$ cat config.mk
export PLATFORM = sky130hd
export DESIGN_NAME = rx_status_vector
export DESIGN_NICKNAME = d
export VERILOG_FILES = /design/src/rtl/rxsv_pkg.sv /design/src/rtl/rxsv_ctrl.sv /design/src/rtl/rxsv_datapath.sv /design/src/rtl/rx_status_vector.sv
export SDC_FILE = /design/constraint.sdc
export NUM_CORES = 1
export LEC_CHECK = 0
export BUFFER_PORTS_ARGS = -buffer_cell sky130_fd_sc_hd__buf_4
export CAP_MARGIN = 20
export CORE_ASPECT_RATIO = 0.6
export CORE_MARGIN = 2
export CORE_UTILIZATION = 30
export CTS_CLUSTER_DIAMETER = 50
export DETAILED_ROUTE_END_ITERATION = 12
export GPL_TIMING_DRIVEN = 0
export HOLD_SLACK_MARGIN = 0.12
export PLACE_DENSITY = 0.47
export SYNTH_ARGS = -nofsm -noshare
export SYNTH_HDL_FRONTEND = slang
export SYNTH_SLANG_ARGS = --single-unit
$ cat constraint.sdc
create_clock -name clk -period 5.3 [get_ports clk]
set_input_delay 0.795 -clock clk [delete_from_list [all_inputs] [get_ports clk]]
set_output_delay 0.795 -clock clk [all_outputs]
set_load 0.02 [all_outputs]
$ cat src/rtl/rxsv_pkg.sv
package rxsv_pkg;

  typedef struct packed {
    logic first;   // accepted byte opens a frame
    logic take;    // a frame byte is accepted
    logic last;    // accepted byte closes a frame
    logic shift;   // advance the outgoing vector by one byte
  } rxsv_stb_t;

  localparam logic [31:0] CRC_POLY_REF = 32'hEDB88320;

  function automatic logic [31:0] crcStep(input logic [31:0] c, input logic [7:0] d);
    logic [31:0] r;
    r = c;
    for (int b = 0; b < 8; b++)
      r = (r[0] ^ d[b]) ? ((r >> 1) ^ CRC_POLY_REF) : (r >> 1);
    return r;
  endfunction

  function automatic logic [31:0] bitRev32(input logic [31:0] v);
    logic [31:0] r;
    for (int b = 0; b < 32; b++) r[b] = v[31-b];
    return r;
  endfunction

endpackage

$ cat src/rtl/rxsv_ctrl.sv
module rxsv_ctrl
  import rxsv_pkg::*;
#(
  parameter int VEC_BYTES = 4
) (
  input  logic       clk,
  input  logic       rstN,
  input  logic       inValid,
  input  logic       inStart,
  input  logic       inEnd,
  output rxsv_stb_t  stb,
  output logic       vecValid
);
  localparam int EW = $clog2(VEC_BYTES + 1);

  logic [EW-1:0] emitCnt;

  always_comb begin
    stb.first = inValid & inStart;
    stb.take  = inValid;
    stb.last  = inValid & inEnd;
    stb.shift = (emitCnt != '0);
  end

  assign vecValid = (emitCnt != '0);

  always_ff @(posedge clk) begin
    if (!rstN)                emitCnt <= '0;
    else if (stb.last)        emitCnt <= EW'(VEC_BYTES);
    else if (emitCnt != '0)   emitCnt <= emitCnt - 1'b1;
  end

  // a closing byte starts the emission in the next cycle
  a_r2_emit_follows_end: assert property (@(posedge clk) disable iff (!rstN)
    stb.last |=> vecValid);
  // beat counter never exceeds the vector length
  a_r2_emit_bounded: assert property (@(posedge clk) disable iff (!rstN)
    emitCnt <= EW'(VEC_BYTES));
  // nothing emitted without a preceding frame end
  a_r12_idle_quiet: assert property (@(posedge clk) disable iff (!rstN)
    (!vecValid && !stb.last) |=> !vecValid);

endmodule

$ cat src/rtl/rxsv_datapath.sv
module rxsv_datapath
  import rxsv_pkg::*;
#(
  parameter int          HDR_BYTES = 14,
  parameter int          FCS_BYTES = 4,
  parameter logic [15:0] MAX_LEN   = 16'd1500,
  parameter logic [15:0] MIN_DATA  = 16'd46,
  parameter logic [31:0] RESIDUE   = 32'hC704DD7B,
  parameter logic [15:0] CTRL_TYPE = 16'h8808,
  parameter logic [15:0] VLAN_TYPE = 16'h8100,
  parameter logic [15:0] PAUSE_OP  = 16'h0001,
  parameter logic [47:0] PAUSE_DA  = 48'h0180C2000001
) (
  input  logic       clk,
  input  logic       rstN,
  input  rxsv_stb_t  stb,
  input  logic [7:0] inData,
  input  logic       symErr,
  input  logic       dribble,
  input  logic       longEvt,
  input  logic       dropEvt,
  input  logic       carrierEvt,
  output logic [7:0] vecByte
);
  localparam int          DA_BYTES = 6;
  localparam logic [15:0] OVERHEAD = 16'(HDR_BYTES + FCS_BYTES);
  localparam logic [15:0] TL_HI    = 16'(HDR_BYTES - 2);
  localparam logic [15:0] TL_LO    = 16'(HDR_BYTES - 1);
  localparam logic [15:0] OP_HI    = 16'(HDR_BYTES);
  localparam logic [15:0] OP_LO    = 16'(HDR_BYTES + 1);
  localparam logic [31:0] RES_REF  = bitRev32(RESIDUE);

  logic [15:0] byteCnt, idx, cntNext;
  logic [47:0] daReg;
  logic [15:0] tlReg, opReg;
  logic [31:0] crcReg, crcNext;
  logic        symSeen, symNow;
  logic        stickyLong, stickyCar;
  logic [31:0] vecReg, vecNext;

  // per-byte position and running values
  always_comb begin
    idx     = stb.first ? 16'd0 : byteCnt;
    cntNext = (idx == 16'hFFFF) ? idx : idx + 16'd1;
    crcNext = crcStep(stb.first ? 32'hFFFFFFFF : crcReg, inData);
    symNow  = (stb.first ? 1'b0 : symSeen) | symErr;
  end

  always_ff @(posedge clk) begin
    if (!rstN) begin
      byteCnt <= '0;
      daReg   <= '0;
      tlReg   <= '0;
      opReg   <= '0;
      crcReg  <= '1;
      symSeen <= 1'b0;
    end else if (stb.take) begin
      byteCnt <= cntNext;
      crcReg  <= crcNext;
      symSeen <= symNow;
      for (int k = 0; k < DA_BYTES; k++)
        if (idx == 16'(k)) daReg[8*(DA_BYTES-1-k) +: 8] <= inData;
      if (idx == TL_HI) tlReg[15:8] <= inData;
      if (idx == TL_LO) tlReg[7:0]  <= inData;
      if (idx == OP_HI) opReg[15:8] <= inData;
      if (idx == OP_LO) opReg[7:0]  <= inData;
    end
  end

  // events remembered between frame ends
  always_ff @(posedge clk) begin
    if (!rstN) begin
      stickyLong <= 1'b0;
      stickyCar  <= 1'b0;
    end else if (stb.last) begin
      stickyLong <= 1'b0;
      stickyCar  <= 1'b0;
    end else begin
      stickyLong <= stickyLong | longEvt | dropEvt;
      stickyCar  <= stickyCar | carrierEvt;
    end
  end

  // classification of the completed frame
  logic        isCtrl, pauseDa, pauseOp, isBcast, isMcast, crcGood, outRange, lenErr;
  logic [15:0] dataBytes, expData;

  always_comb begin
    isCtrl    = (tlReg == CTRL_TYPE);
    pauseDa   = (daReg == PAUSE_DA);
    pauseOp   = (opReg == PAUSE_OP);
    isBcast   = &daReg;
    isMcast   = daReg[40] & ~isBcast;
    crcGood   = (crcNext == RES_REF);
    outRange  = (tlReg > MAX_LEN);
    dataBytes = cntNext - OVERHEAD;
    expData   = (tlReg < MIN_DATA) ? MIN_DATA : tlReg;
    lenErr    = ~outRange & ((cntNext < OVERHEAD) | (dataBytes != expData));
    vecNext   = {1'b0, (tlReg == VLAN_TYPE), isCtrl & ~pauseOp,
                 isCtrl & pauseOp & pauseDa, isCtrl, dribble, isBcast, isMcast,
                 crcGood & ~symNow, outRange, lenErr, ~crcGood, 1'b0,
                 stickyCar | carrierEvt, 1'b0, stickyLong | longEvt | dropEvt,
                 cntNext};
  end

  always_ff @(posedge clk) begin
    if (!rstN)          vecReg <= '0;
    else if (stb.last)  vecReg <= vecNext;
    else if (stb.shift) vecReg <= {8'h00, vecReg[31:8]};
  end

  assign vecByte = vecReg[7:0];

  // broadcast and multicast never reported together
  a_r4_cast_exclusive: assert property (@(posedge clk) disable iff (!rstN)
    stb.last |=> !(vecReg[25] && vecReg[24]));
  // pause implies control frame, and excludes unknown opcode
  a_r7_pause_is_ctrl: assert property (@(posedge clk) disable iff (!rstN)
    stb.last |=> ((!vecReg[28] || vecReg[27]) && !(vecReg[28] && vecReg[29])));
  // good frame and CRC error are exclusive
  a_r3_ok_vs_crc: assert property (@(posedge clk) disable iff (!rstN)
    stb.last |=> !(vecReg[23] && vecReg[20]));
  // out-of-range type disables the length check
  a_r5_range_vs_len: assert property (@(posedge clk) disable iff (!rstN)
    stb.last |=> !(vecReg[22] && vecReg[21]));
  // a completed frame always has a nonzero count
  a_r1_count_nonzero: assert property (@(posedge clk) disable iff (!rstN)
    stb.last |=> (vecReg[15:0] != 16'd0));

endmodule

$ cat src/rtl/rx_status_vector.sv
module rx_status_vector
  import rxsv_pkg::*;
(
  input  logic       clk,
  input  logic       rstN,
  input  logic       inValid,
  input  logic       inStart,
  input  logic       inEnd,
  input  logic [7:0] inData,
  input  logic       symErr,
  input  logic       dribble,
  input  logic       longEvt,
  input  logic       dropEvt,
  input  logic       carrierEvt,
  output logic       vecValid,
  output logic [7:0] vecByte
);
  rxsv_stb_t stb;

  rxsv_ctrl #(.VEC_BYTES(4)) uCtrl (
    .clk(clk), .rstN(rstN), .inValid(inValid), .inStart(inStart),
    .inEnd(inEnd), .stb(stb), .vecValid(vecValid)
  );

  rxsv_datapath uData (
    .clk(clk), .rstN(rstN), .stb(stb), .inData(inData), .symErr(symErr),
    .dribble(dribble), .longEvt(longEvt), .dropEvt(dropEvt),
    .carrierEvt(carrierEvt), .vecByte(vecByte)
  );

endmodule

==> results_dict.tcl, run 1 <==
set metrics [dict create \
    ioPinCount 27 \
    rsz0062_at_grt "false" \
    place_congestion 0.8765 \
    ys_types 79 \
    preCtsSetupSlack_ns -0.07899 \
    first_iter_violations 797 \
    start_kind "primary input" \
    drive_gt1_share_pct 9.504 \
    grt_pass1_wl_mm 48.73 \
    netlist_area_sq_um 9487 \
    fp.coreArea_sq_um 31150 \
    synth_top_cell_by_area "dfxtp_1" \
    cts_resized 0 \
    post-dp-hpwl_mm 23.93 \
    die_h_microns 141.7 \
    hp-start "uData.opReg[12]$_SDFFE_PN0P_" \
    fp-row-count 50 \
    grt_max_degree 17 \
    drt_first_pass_iters 6 \
    finalHoldWorstSlack_ns 0.4642 \
    layout.nets 1203 \
    synth_area_per_cell_sq_um 8.351 \
    worstMarginPinSlew_ns 0.8636 \
    ys_seq_elements 165 \
    grt_overflow 0 \
    setup_slack_ns 0.2960 \
    status "completed" \
    synth_ff_type "dfxtp_1" \
    start_util_pct 30.45 \
    final.fill_count 3305 \
    synth.top_cell.area_share_pct 34.82 \
    period_minus_slack_ns 5.004 \
    async_flop_share_pct 0 \
    power_w 0.004642 \
    clock-skew-final_ns 0.01110 \
    wl_per_cell_microns 19.75 \
    yosysWarnings 0 \
    antenna_found_initial 0 \
    cts_made_buffers 17 \
    drv_slew 0 \
    postRouteAntennaNets 0 \
    die_area_sq_um 33110 \
    final_util_pct 34.63 \
    dpl_cell_area_sq_um 10170 \
    cts_max_path_buffers 2 \
    path_max_fanout 10 \
    fp.dieW_microns 233.6 \
    syn_inst 1136 \
    hold_class "reg2reg" \
    placement.io_buffers 22 \
    hold_path_depth 2 \
    cts_tree "done" \
    synth-edff-count 0 \
    endpoint_kind "register" \
    clock-root-buffer "clkbuf_16" \
    grt_usage_pct 19.83 \
    power_density_nw_per_um2 430.2 \
    holdPathEnd "uData.opReg[12]$_SDFFE_PN0P_" \
    fin_area_sq_um 10790 \
    antenna_cells 0 \
    rr_startpoint "uData.byteCnt[10]$_SDFFE_PN0P_" \
    r2r_end "uData.vecReg[21]$_SDFFE_PN0P_" \
    rrSetupSlack_ns 0.48 \
    crit_required_ns 5.63 \
    setup_viol 0 \
    reg2reg_depth 15 \
    syn_nets 1162 \
    grt_pass1_vias 7670 \
    clk_pin_slew_ns 0.07 \
    vias_per_cell 5.171 \
    timing.fmax_mhz 199.8 \
    p_leak_nw 4.001 \
    layout_worst_path_cycle_share_pct 94.41 \
    wirelength_mm 31.69 \
    critical_path_class "in2reg" \
    synth.yosys.seq_area_share_pct 34.82 \
    clk_latency_ns 0.45 \
    cts_max_level 4 \
    numClockSinks 165 \
    ir_worst_vdd_mv 0.2247 \
    ctsHoldBuffers 0 \
    yosys-top-cells-area "dfxtp_1, nand2_1, mux2i_1" \
    slew_headroom_pct 41.90 \
    drc 0 \
    cp_data_arrival_time_ns 5.33 \
    hold_violations 0 \
    cts_setup_buffers 0 \
    syn2layout_area_growth_pct 13.73 \
    num_vias 8300 \
    maxCapViolations 0 \
]
-- flip-flops by register name, indices dropped and copies added (netlist names) --
name and cells:
uData.tlReg 16, uData.opReg 16, uData.crcReg 32, uData.stickyCar 1, uCtrl.emitCnt 3, uData.daReg 48
uData.vecReg 31, uData.byteCnt 16, uData.stickyLong 1, uData.symSeen 1
-- Yosys cell counts, types with 3 or more instances --
| cell type | count |
|---|---|
| buf_4 | 12 |
| inv_1 | 10 |
| nor2b_1 | 54 |
| o211a_1 | 13 |
| nor3_1 | 14 |
| xor2_2 | 3 |
| o21ai_0 | 47 |
| mux2i_1 | 77 |
| dfxtp_1 | 165 |
| buf_2 | 9 |
| ha_1 | 8 |
| nor3b_1 | 4 |
| nor4_1 | 25 |
| nor2_1 | 61 |
| o31ai_1 | 3 |
| a211oi_1 | 5 |
| or3_1 | 11 |
| nand4_1 | 24 |
| clkbuf_1 | 54 |
| or4_1 | 5 |
| and2_1 | 22 |
| a22oi_1 | 4 |
| nand2_1 | 215 |
| and4_1 | 3 |
| o211ai_1 | 8 |
| nor4b_1 | 5 |
| xor2_1 | 28 |
| a21oi_1 | 17 |
| mux2_2 | 3 |
| a21boi_0 | 43 |
| nand3_1 | 19 |
| a31oi_1 | 9 |
| buf_1 | 7 |
| and3_1 | 17 |
| xnor2_1 | 69 |
| nand2b_1 | 4 |
| xnor2_2 | 8 |
-- power by group --
group	switching [W]	total [W]	internal, W
Clock	0.000592	0.00135	0.000754
Combinational	0.00105	0.00182	0.000769
Sequential	0.000109	0.00148	0.00137
Total	0.00175	0.00464	0.00289
-- layout by cell type, fill, tap and decap left out, types with 4 or more instances in the layout --
cell type  count
o211ai_1       8
ha_1           8
clkbuf_1      54
buf_4         34
and3_1        17
nor3_1        14
a31oi_1        9
nor4b_1        5
xor2_1        28
xnor2_2        8
nor4_1        25
a21oi_1       17
inv_6          7
buf_1          7
or4_1          5
nand3_1       19
dfxtp_1      165
or3_1         11
nand2b_1       4
mux2i_1       77
a22oi_1        4
nand4_1       24
buf_2          9
and2_1        22
nor2b_1       54
inv_1         10
xnor2_1       69
nor2_1        61
o21ai_0       47
o211a_1       13
a21boi_0      43
a211oi_1       5
nand2_1      215
nor3b_1        4
clkbuf_16     17
-- kinds of logic (layout without fill, tap and decap cells) --
group | Yosys count | in the layout | synth area share [%]
AND/OR/NAND/NOR | 496 | 496 | 25.94
AO/OA/AOI/OAI | 180 | 180 | 13.43
buffers and inverters | 95 | 148 | 4.352
multiplexers | 80 | 80 | 8.481
flip-flops | 165 | 165 | 34.82
adder cells (fa/ha/maj) | 8 | 8 | 1.055
XOR/XNOR | 112 | 112 | 11.92
-- metal layers --
layer  share of wire [%]  vias up  track usage (%)
met2                  34      294            23.31
met5                   0        -                0
met4                 1.3        0            5.296
met1                  56     3974            33.24
met3                 8.6       33            4.944
li1                    -     3999                -
-- how the worst max path moves through the flow --
| stage | startpoint | endpoint | slack, ns | cells after the start |
|---|---|---|---|---|
| 2_1_floorplan | inStart | uData.vecReg[21]$_SDFFE_PN0P_ | 1.02 | 19 |
| 3_3_place_gp | inStart | uData.vecReg[21]$_SDFFE_PN0P_ | -0.09 | 19 |
| 4_1_cts | inStart | uData.vecReg[21]$_SDFFE_PN0P_ | 0.43 | 19 |
| 6_report | inStart | uData.vecReg[21]$_SDFFE_PN0P_ | 0.30 | 19 |
| 3_5_place_dp | inStart | uData.vecReg[21]$_SDFFE_PN0P_ | -0.08 | 19 |
| 5_1_grt | inStart | uData.vecReg[21]$_SDFFE_PN0P_ | 0.09 | 19 |
-- area by class of cell --
cell class	instances	area, sq um	share of cell area, %
clock inverter	14	191.4	1.774
sequential	165	3303	30.62
timing repair buffer	22	165.2	1.531
tap	416	520.5	4.824
multi-input combinational	876	5771	53.48
clock buffer	17	425.4	3.943
buffer	82	364.1	3.375
inverter	13	48.80	0.4523
-- per-stage QoR --
stage	instances	TNS (ns)
2_1_floorplan	1136	0
4_1_cts	1605	0
3_5_place_dp	1574	-0.07899
6_report	1605	0
3_3_place_gp	1574	-0.08708
5_1_grt	1605	0
-- worst max-delay path, cell delays in order --
cell      delay [ns]
buf_4           0.17
nand2_2         0.23
nand2_1         0.19
inv_1           0.14
ha_1            0.28
and3_1          0.17
buf_2           0.18
nand4_1         0.32
mux2_2          0.44
ha_1            0.17
inv_1           0.06
a31o_2          0.21
a211oi_1        0.24
nor4_2          0.15
nor4b_1         0.65
nand3_1         0.26
a222oi_1        0.29
and4b_1         0.28
a31oi_1         0.09
Power figures use the tool's default switching activity.
==> run 2: changes to the inputs <==
--- a/config.mk
+++ b/config.mk
@@ -11,10 +11,13 @@
 export CORE_MARGIN = 2
 export CORE_UTILIZATION = 30
 export CTS_CLUSTER_DIAMETER = 50
+export CTS_CLUSTER_SIZE = 8
 export DETAILED_ROUTE_END_ITERATION = 12
 export GPL_TIMING_DRIVEN = 0
 export HOLD_SLACK_MARGIN = 0.12
+export MAX_ROUTING_LAYER = met4
 export PLACE_DENSITY = 0.47
+export REMOVE_ABC_BUFFERS = 1
 export SYNTH_ARGS = -nofsm -noshare
 export SYNTH_HDL_FRONTEND = slang
 export SYNTH_SLANG_ARGS = --single-unit
==> run 2 against run 1 <==
  * Routed wire length down 14%
  * Sequential cell count unchanged
  * First-iteration DRC count down 27%
  * Maximum frequency up 1.5%
  * Critical endpoint unchanged
  * Largest power group unchanged
  * Highest routed layer unchanged
==> results_dict.tcl, run 2 (synthesis gave the netlist of run 1 again) <==
set metrics [dict create \
    status "completed" \
    syn2layout_area_growth_pct 11.37 \
    p_comb_share_pct 37.9 \
    fp.dieW_microns 233.6 \
    drv_slew 0 \
    drive_gt1_share_pct 9.148 \
    ioPinCount 27 \
    ir_worst_vdd_mv 0.2508 \
    crit_required_ns 5.63 \
    layout_worst_path_cycle_share_pct 93.06 \
    crit_chain "clkbuf_8 -> nand2_4 -> and2_1 -> ha_1 -> and3_1 -> nand4_1 -> mux2_2 -> ha_1 -> inv_1 -> a31o_2 -> a211oi_1 -> nor4_4 -> nor4b_4 -> nand3_1 -> a222oi_1 -> and4b_1 -> a31oi_1" \
    placement.io_buffers 26 \
    vias_per_cell 5.001 \
    period_minus_slack_ns 4.932 \
    postRouteAntennaNets 0 \
    crit_family "simple AND/OR/NAND/NOR gates" \
    clock-root-buffer "clkbuf_16" \
    cts_max_path_buffers 2 \
    layout.nets 1128 \
    drc 0 \
    fp.coreArea_sq_um 31150 \
    clk_pin_slew_ns 0.07 \
    critPathMaxStageDelay_ns 0.43 \
    p_seq_share_pct 32.3 \
    cts_tree "done" \
    cts_made_buffers 17 \
    grt_max_degree 108 \
    hold_violations 0 \
    antenna_found_initial 0 \
    timing.fmax_mhz 202.7 \
    setup_slack_ns 0.3676 \
    cts_setup_buffers 0 \
    wl_per_cell_microns 17.77 \
    p_leak_nw 3.910 \
    wirelength_mm 27.21 \
    crit_cells 17 \
    rsz0062_at_grt "false" \
    hold_class "reg2reg" \
    endpoint "uData.vecReg[21]$_SDFFE_PN0P_" \
    worstMarginPinSlew_ns 1.122 \
    largest_register_ffs 48 \
    cts_resized 2 \
    crit_top_cell "ha_1" \
    final.fill_count 3283 \
    clkPwrFrac_pct 29.8 \
    post-dp-hpwl_mm 18.79 \
    power_w 0.004564 \
    slew_headroom_pct 24.65 \
    switching_share_pct 36.67 \
    clock-skew-final_ns 0.01215 \
    cp-startpoint "inValid" \
    die_h_microns 141.7 \
    final_cell_mix "nand2_1, dfxtp_1, mux2i_1" \
    reg2reg_depth 16 \
    finalSetupTns_ns 0 \
    final_util_pct 33.91 \
    path_max_fanout 94 \
    fp-row-count 50 \
    setup_viol 0 \
    reg_top3 "uData.daReg (48), uData.crcReg (32), uData.vecReg (31)" \
    start_kind "primary input" \
    endpoint_kind "register" \
    preCtsSetupSlack_ns -0.8528 \
    numClockSinks 165 \
    r2r_end "uData.vecReg[21]$_SDFFE_PN0P_" \
    maxCapViolations 0 \
    grt_overflow 0 \
    grt_pass1_vias 7066 \
    p_switching_w 0.001674 \
    die_area_sq_um 33110 \
    critPathBufInv 2 \
    top_register "uData.daReg" \
    start_util_pct 30.45 \
    power_density_nw_per_um2 432.0 \
    grt_pass1_wl_mm 42.08 \
    antenna_cells 0 \
    drt_first_pass_iters 7 \
    ctsHoldBuffers 0 \
    final_common_cell "nand2_1" \
    grt_usage_pct 17.14 \
    first_iter_violations 585 \
    cp_data_arrival_time_ns 5.27 \
    cts_max_level 4 \
    internal_power_w 0.002890 \
    rr_startpoint "uData.byteCnt[1]$_SDFFE_PN0P_" \
    place_congestion 0.8758 \
    num_vias 7657 \
    critical_path_class "in2reg" \
    cpMaxStageDelayCell "mux2_2" \
    rrSetupSlack_ns 1.05 \
    clk_latency_ns 0.46 \
]
[run 2: cell count changes in the layout (fill, tap and decap cells not counted), sizes merged]
| cell | before | now |
|---|---|---|
| clkbuf | 71 | 19 |
| buf | 50 | 28 |
| clkinv | 3 | 5 |
| clkinvlp | 2 | 0 |
[run 2: stage by stage]
stage | hold WS (ns) | std cells | instance area, sq um
floorplan | 0.4301 | 1054 | 9123
global placement | 0.4492 | 1496 | 9838
detailed placement | 0.4559 | 1497 | 9873
CTS | 0.4695 | 1529 | 10500
global route | 0.4868 | 1531 | 10570
finish | 0.4635 | 1531 | 10570
[run 2: area by class of cell]
cell class	instances	area (sq um)	area share (%)
multi-input cells	876	5803	54.93
flip-flops and latches	165	3303	31.26
well taps	416	520.5	4.927
clock buffers	18	429.2	4.062
repair buffers	29	271.5	2.570
clock inverters	14	188.9	1.788
inverters	13	48.80	0.4619
[run 2: how the worst min path moves through the flow]
| stage | endpoint | cells after the start | from |
|---|---|---|---|
| global route | uData.opReg[12]$_SDFFE_PN0P_ | 2 | uData.opReg[12]$_SDFFE_PN0P_ |
| floorplan | uData.stickyLong$_SDFF_PP0_ | 2 | uData.stickyLong$_SDFF_PP0_ |
| detailed placement | uData.stickyCar$_SDFF_PP0_ | 2 | uData.stickyCar$_SDFF_PP0_ |
| global placement | uData.stickyCar$_SDFF_PP0_ | 2 | uData.stickyCar$_SDFF_PP0_ |
| CTS | uData.opReg[12]$_SDFFE_PN0P_ | 2 | uData.opReg[12]$_SDFFE_PN0P_ |
| finish | uData.vecReg[28]$_SDFFE_PN0P_ | 2 | uData.vecReg[28]$_SDFFE_PN0P_ |
[run 2: power by group through the flow]
stage | clock (W) | sequential, W | combinational, W
after floorplan | 0 | 0.00148 | 0.00133
after global placement | 0 | 0.00150 | 0.00171
after detailed placement | 0 | 0.00150 | 0.00171
after CTS | 0.00139 | 0.00148 | 0.00173
after global routing | 0.00144 | 0.00149 | 0.00191
final | 0.00136 | 0.00148 | 0.00173
[run 2: metal layers]
layer	up-vias	track usage, %	share of wire (%)
li1	3853	-	-
met1	3646	26.49	56
met2	132	21.64	38
met3	26	4.080	5.3
met4	0	3.931	1.0
met5	-	-	0
[run 2: worst register-to-register path, delay by kind of cell (launching register included)]
family / cells / cell delay (ns)
fa+ha+maj: 2 / 0.45
mux: 1 / 0.43
flops: 1 / 0.42
compound gates: 4 / 0.87
simple gates: 7 / 1.76
buf+inv: 2 / 0.20
==> run 3: changes to the inputs <==
--- a/config.mk
+++ b/config.mk
@@ -13,7 +13,6 @@
 export CTS_CLUSTER_DIAMETER = 50
 export CTS_CLUSTER_SIZE = 8
 export DETAILED_ROUTE_END_ITERATION = 12
-export GPL_TIMING_DRIVEN = 0
 export HOLD_SLACK_MARGIN = 0.12
 export MAX_ROUTING_LAYER = met4
 export PLACE_DENSITY = 0.47
==> run 3 against run 2 <==
  * Via count is 2.9% higher
  * Combinational power about the same
  * Power shrank 3.6%
  * Global-route usage up 1.2 points
  * Cell area is 0.59% lower
  * First-iteration DRC count up 32%
  * Core utilization decreased by 0.20 points
  * Clock power down 13%
  * Register-to-register slack worse by 0.04 ns
  * Maximum frequency increased by 10%
  * Setup slack improved by 0.46 ns
==> results_dict.tcl, run 3 (synthesis gave the netlist of run 1 again) <==
set metrics [dict create \
    status "completed" \
    setup_viol 0 \
    ctsHoldBuffers 0 \
    clk_pin_slew_ns 0.07 \
    worstMarginPinSlew_ns 0.9386 \
    wl_per_cell_microns 18.56 \
    first_iter_violations 770 \
    numClockSinks 165 \
    layout.nets 1138 \
    endpoint_kind "register" \
    antenna_found_initial 0 \
    wirelength_mm 28.58 \
    crit_family "simple AND/OR/NAND/NOR gates" \
    critPathMaxStageDelay_ns 0.60 \
    crit_required_ns 5.61 \
    p_comb_share_pct 39.3 \
    post-dp-hpwl_mm 20.34 \
    timing.fmax_mhz 223.4 \
    postRouteAntennaNets 0 \
    fp-row-count 50 \
    power_w 0.004400 \
    hold_violations 0 \
    clock-root-buffer "clkbuf_16" \
    start_kind "primary input" \
    start_util_pct 30.45 \
    crit_top_cell "ha_1" \
    grt_pass1_vias 7215 \
    grt_usage_pct 18.38 \
    grt_max_degree 116 \
    grt_overflow 0 \
    placement.io_buffers 26 \
    cts_max_path_buffers 2 \
    top_register "uData.daReg" \
    syn2layout_area_growth_pct 10.71 \
    hold_class "reg2reg" \
    cp_data_arrival_time_ns 4.78 \
    crit_chain "buf_4 -> nand2_2 -> and2_1 -> ha_1 -> and3_1 -> nand4_1 -> mux2_2 -> ha_1 -> inv_1 -> a31o_2 -> a211oi_1 -> nor4_2 -> nor4b_1 -> nand3_1 -> a222oi_1 -> and4b_1 -> a31oi_1" \
    die_area_sq_um 33110 \
    period_minus_slack_ns 4.476 \
    critical_path_class "in2reg" \
    drive_gt1_share_pct 9.609 \
    maxCapViolations 0 \
    largest_register_ffs 48 \
    final_common_cell "nand2_1" \
    cts_made_buffers 17 \
    rsz0062_at_grt "false" \
    cts_max_level 4 \
    reg_top3 "uData.daReg (48), uData.crcReg (32), uData.vecReg (31)" \
    antenna_cells 0 \
    ioPinCount 27 \
    critPathBufInv 2 \
    slew_headroom_pct 37.43 \
    path_max_fanout 7 \
    clkPwrFrac_pct 26.8 \
    internal_power_w 0.002739 \
    drc 0 \
    drt_first_pass_iters 7 \
    p_seq_share_pct 33.9 \
    cpMaxStageDelayCell "nor4b_1" \
    drv_slew 0 \
    num_vias 7878 \
    switching_share_pct 37.75 \
    power_density_nw_per_um2 419.0 \
    p_switching_w 0.001661 \
    cts_setup_buffers 0 \
    fp.dieW_microns 233.6 \
    die_h_microns 141.7 \
    grt_pass1_wl_mm 44.62 \
    cts_resized 0 \
    place_congestion 0.9420 \
    finalSetupTns_ns 0 \
    clk_latency_ns 0.45 \
    cts_tree "done" \
    vias_per_cell 5.116 \
    ir_worst_vdd_mv 0.2077 \
    p_leak_nw 3.875 \
    fp.coreArea_sq_um 31150 \
    layout_worst_path_cycle_share_pct 84.46 \
    final_cell_mix "nand2_1, dfxtp_1, mux2i_1" \
    clock-skew-final_ns 0.01300 \
]
[run 3: area by class of cell]
cell class	instances	area, sq um
Inverter	13	48.80
Tap cell	416	520.5
Fill cell	3288	20650
Multi-Input combinational cell	876	5773
Clock inverter	12	98.84
Sequential cell	165	3303
Clock buffer	19	432.9
Timing Repair Buffer	39	325.3
[run 3: through the flow]
step / cell area (sq um) / setup WS [ns] / instances / hold slack [ns] / utilization [%]
global route: 10500 / 0.4532 / 1540 / 0.4761 / 33.71
floorplan: 9123 / 1.058 / 1054 / 0.4301 / -
global placement: 9943 / 0.6114 / 1508 / 0.4520 / 31.92
CTS: 10480 / 0.8902 / 1539 / 0.4709 / 33.62
detailed placement: 9943 / 0.4235 / 1508 / 0.4542 / 31.92
finish: 10500 / 0.8239 / 1540 / 0.4661 / 33.71
[run 3: worst paths after layout]
| path | startpoint | endpoint | slack [ns] | cells after the start |
|---|---|---|---|---|
| worst max register to register | uData.byteCnt[1]$_SDFFE_PN0P_ | uData.vecReg[21]$_SDFFE_PN0P_ | 1.01 | 16 |
| worst max-delay path | inValid | uData.vecReg[21]$_SDFFE_PN0P_ | 0.82 | 17 |
| worst min register to register | uData.opReg[10]$_SDFFE_PN0P_ | uData.opReg[10]$_SDFFE_PN0P_ | 0.47 | 2 |
| worst min-delay path | uData.opReg[10]$_SDFFE_PN0P_ | uData.opReg[10]$_SDFFE_PN0P_ | 0.47 | 2 |
[run 3: tightest hold or removal path: stages, from the launching register on]
cell	delay (ns)
dfxtp_1	0.31
nand2_1	0.05
a21boi_0	0.06
[run 3: layer usage]
layer / GRT usage (%) / share of wire [%]
met4: 3.631 / 0.62
met1: 30.19 / 57
met2: 22.05 / 36
met3: 3.296 / 5.8
met5: - / 0
[run 3: power groups by stage]
stage / clock (W) / combinational [W] / sequential, W
2_1_floorplan: 0 / 0.00133 / 0.00148
3_3_place_gp: 0 / 0.00172 / 0.00152
3_5_place_dp: 0 / 0.00172 / 0.00151
4_1_cts: 0.00121 / 0.00174 / 0.00149
5_1_grt: 0.00127 / 0.00192 / 0.00151
6_report: 0.00118 / 0.00173 / 0.00149
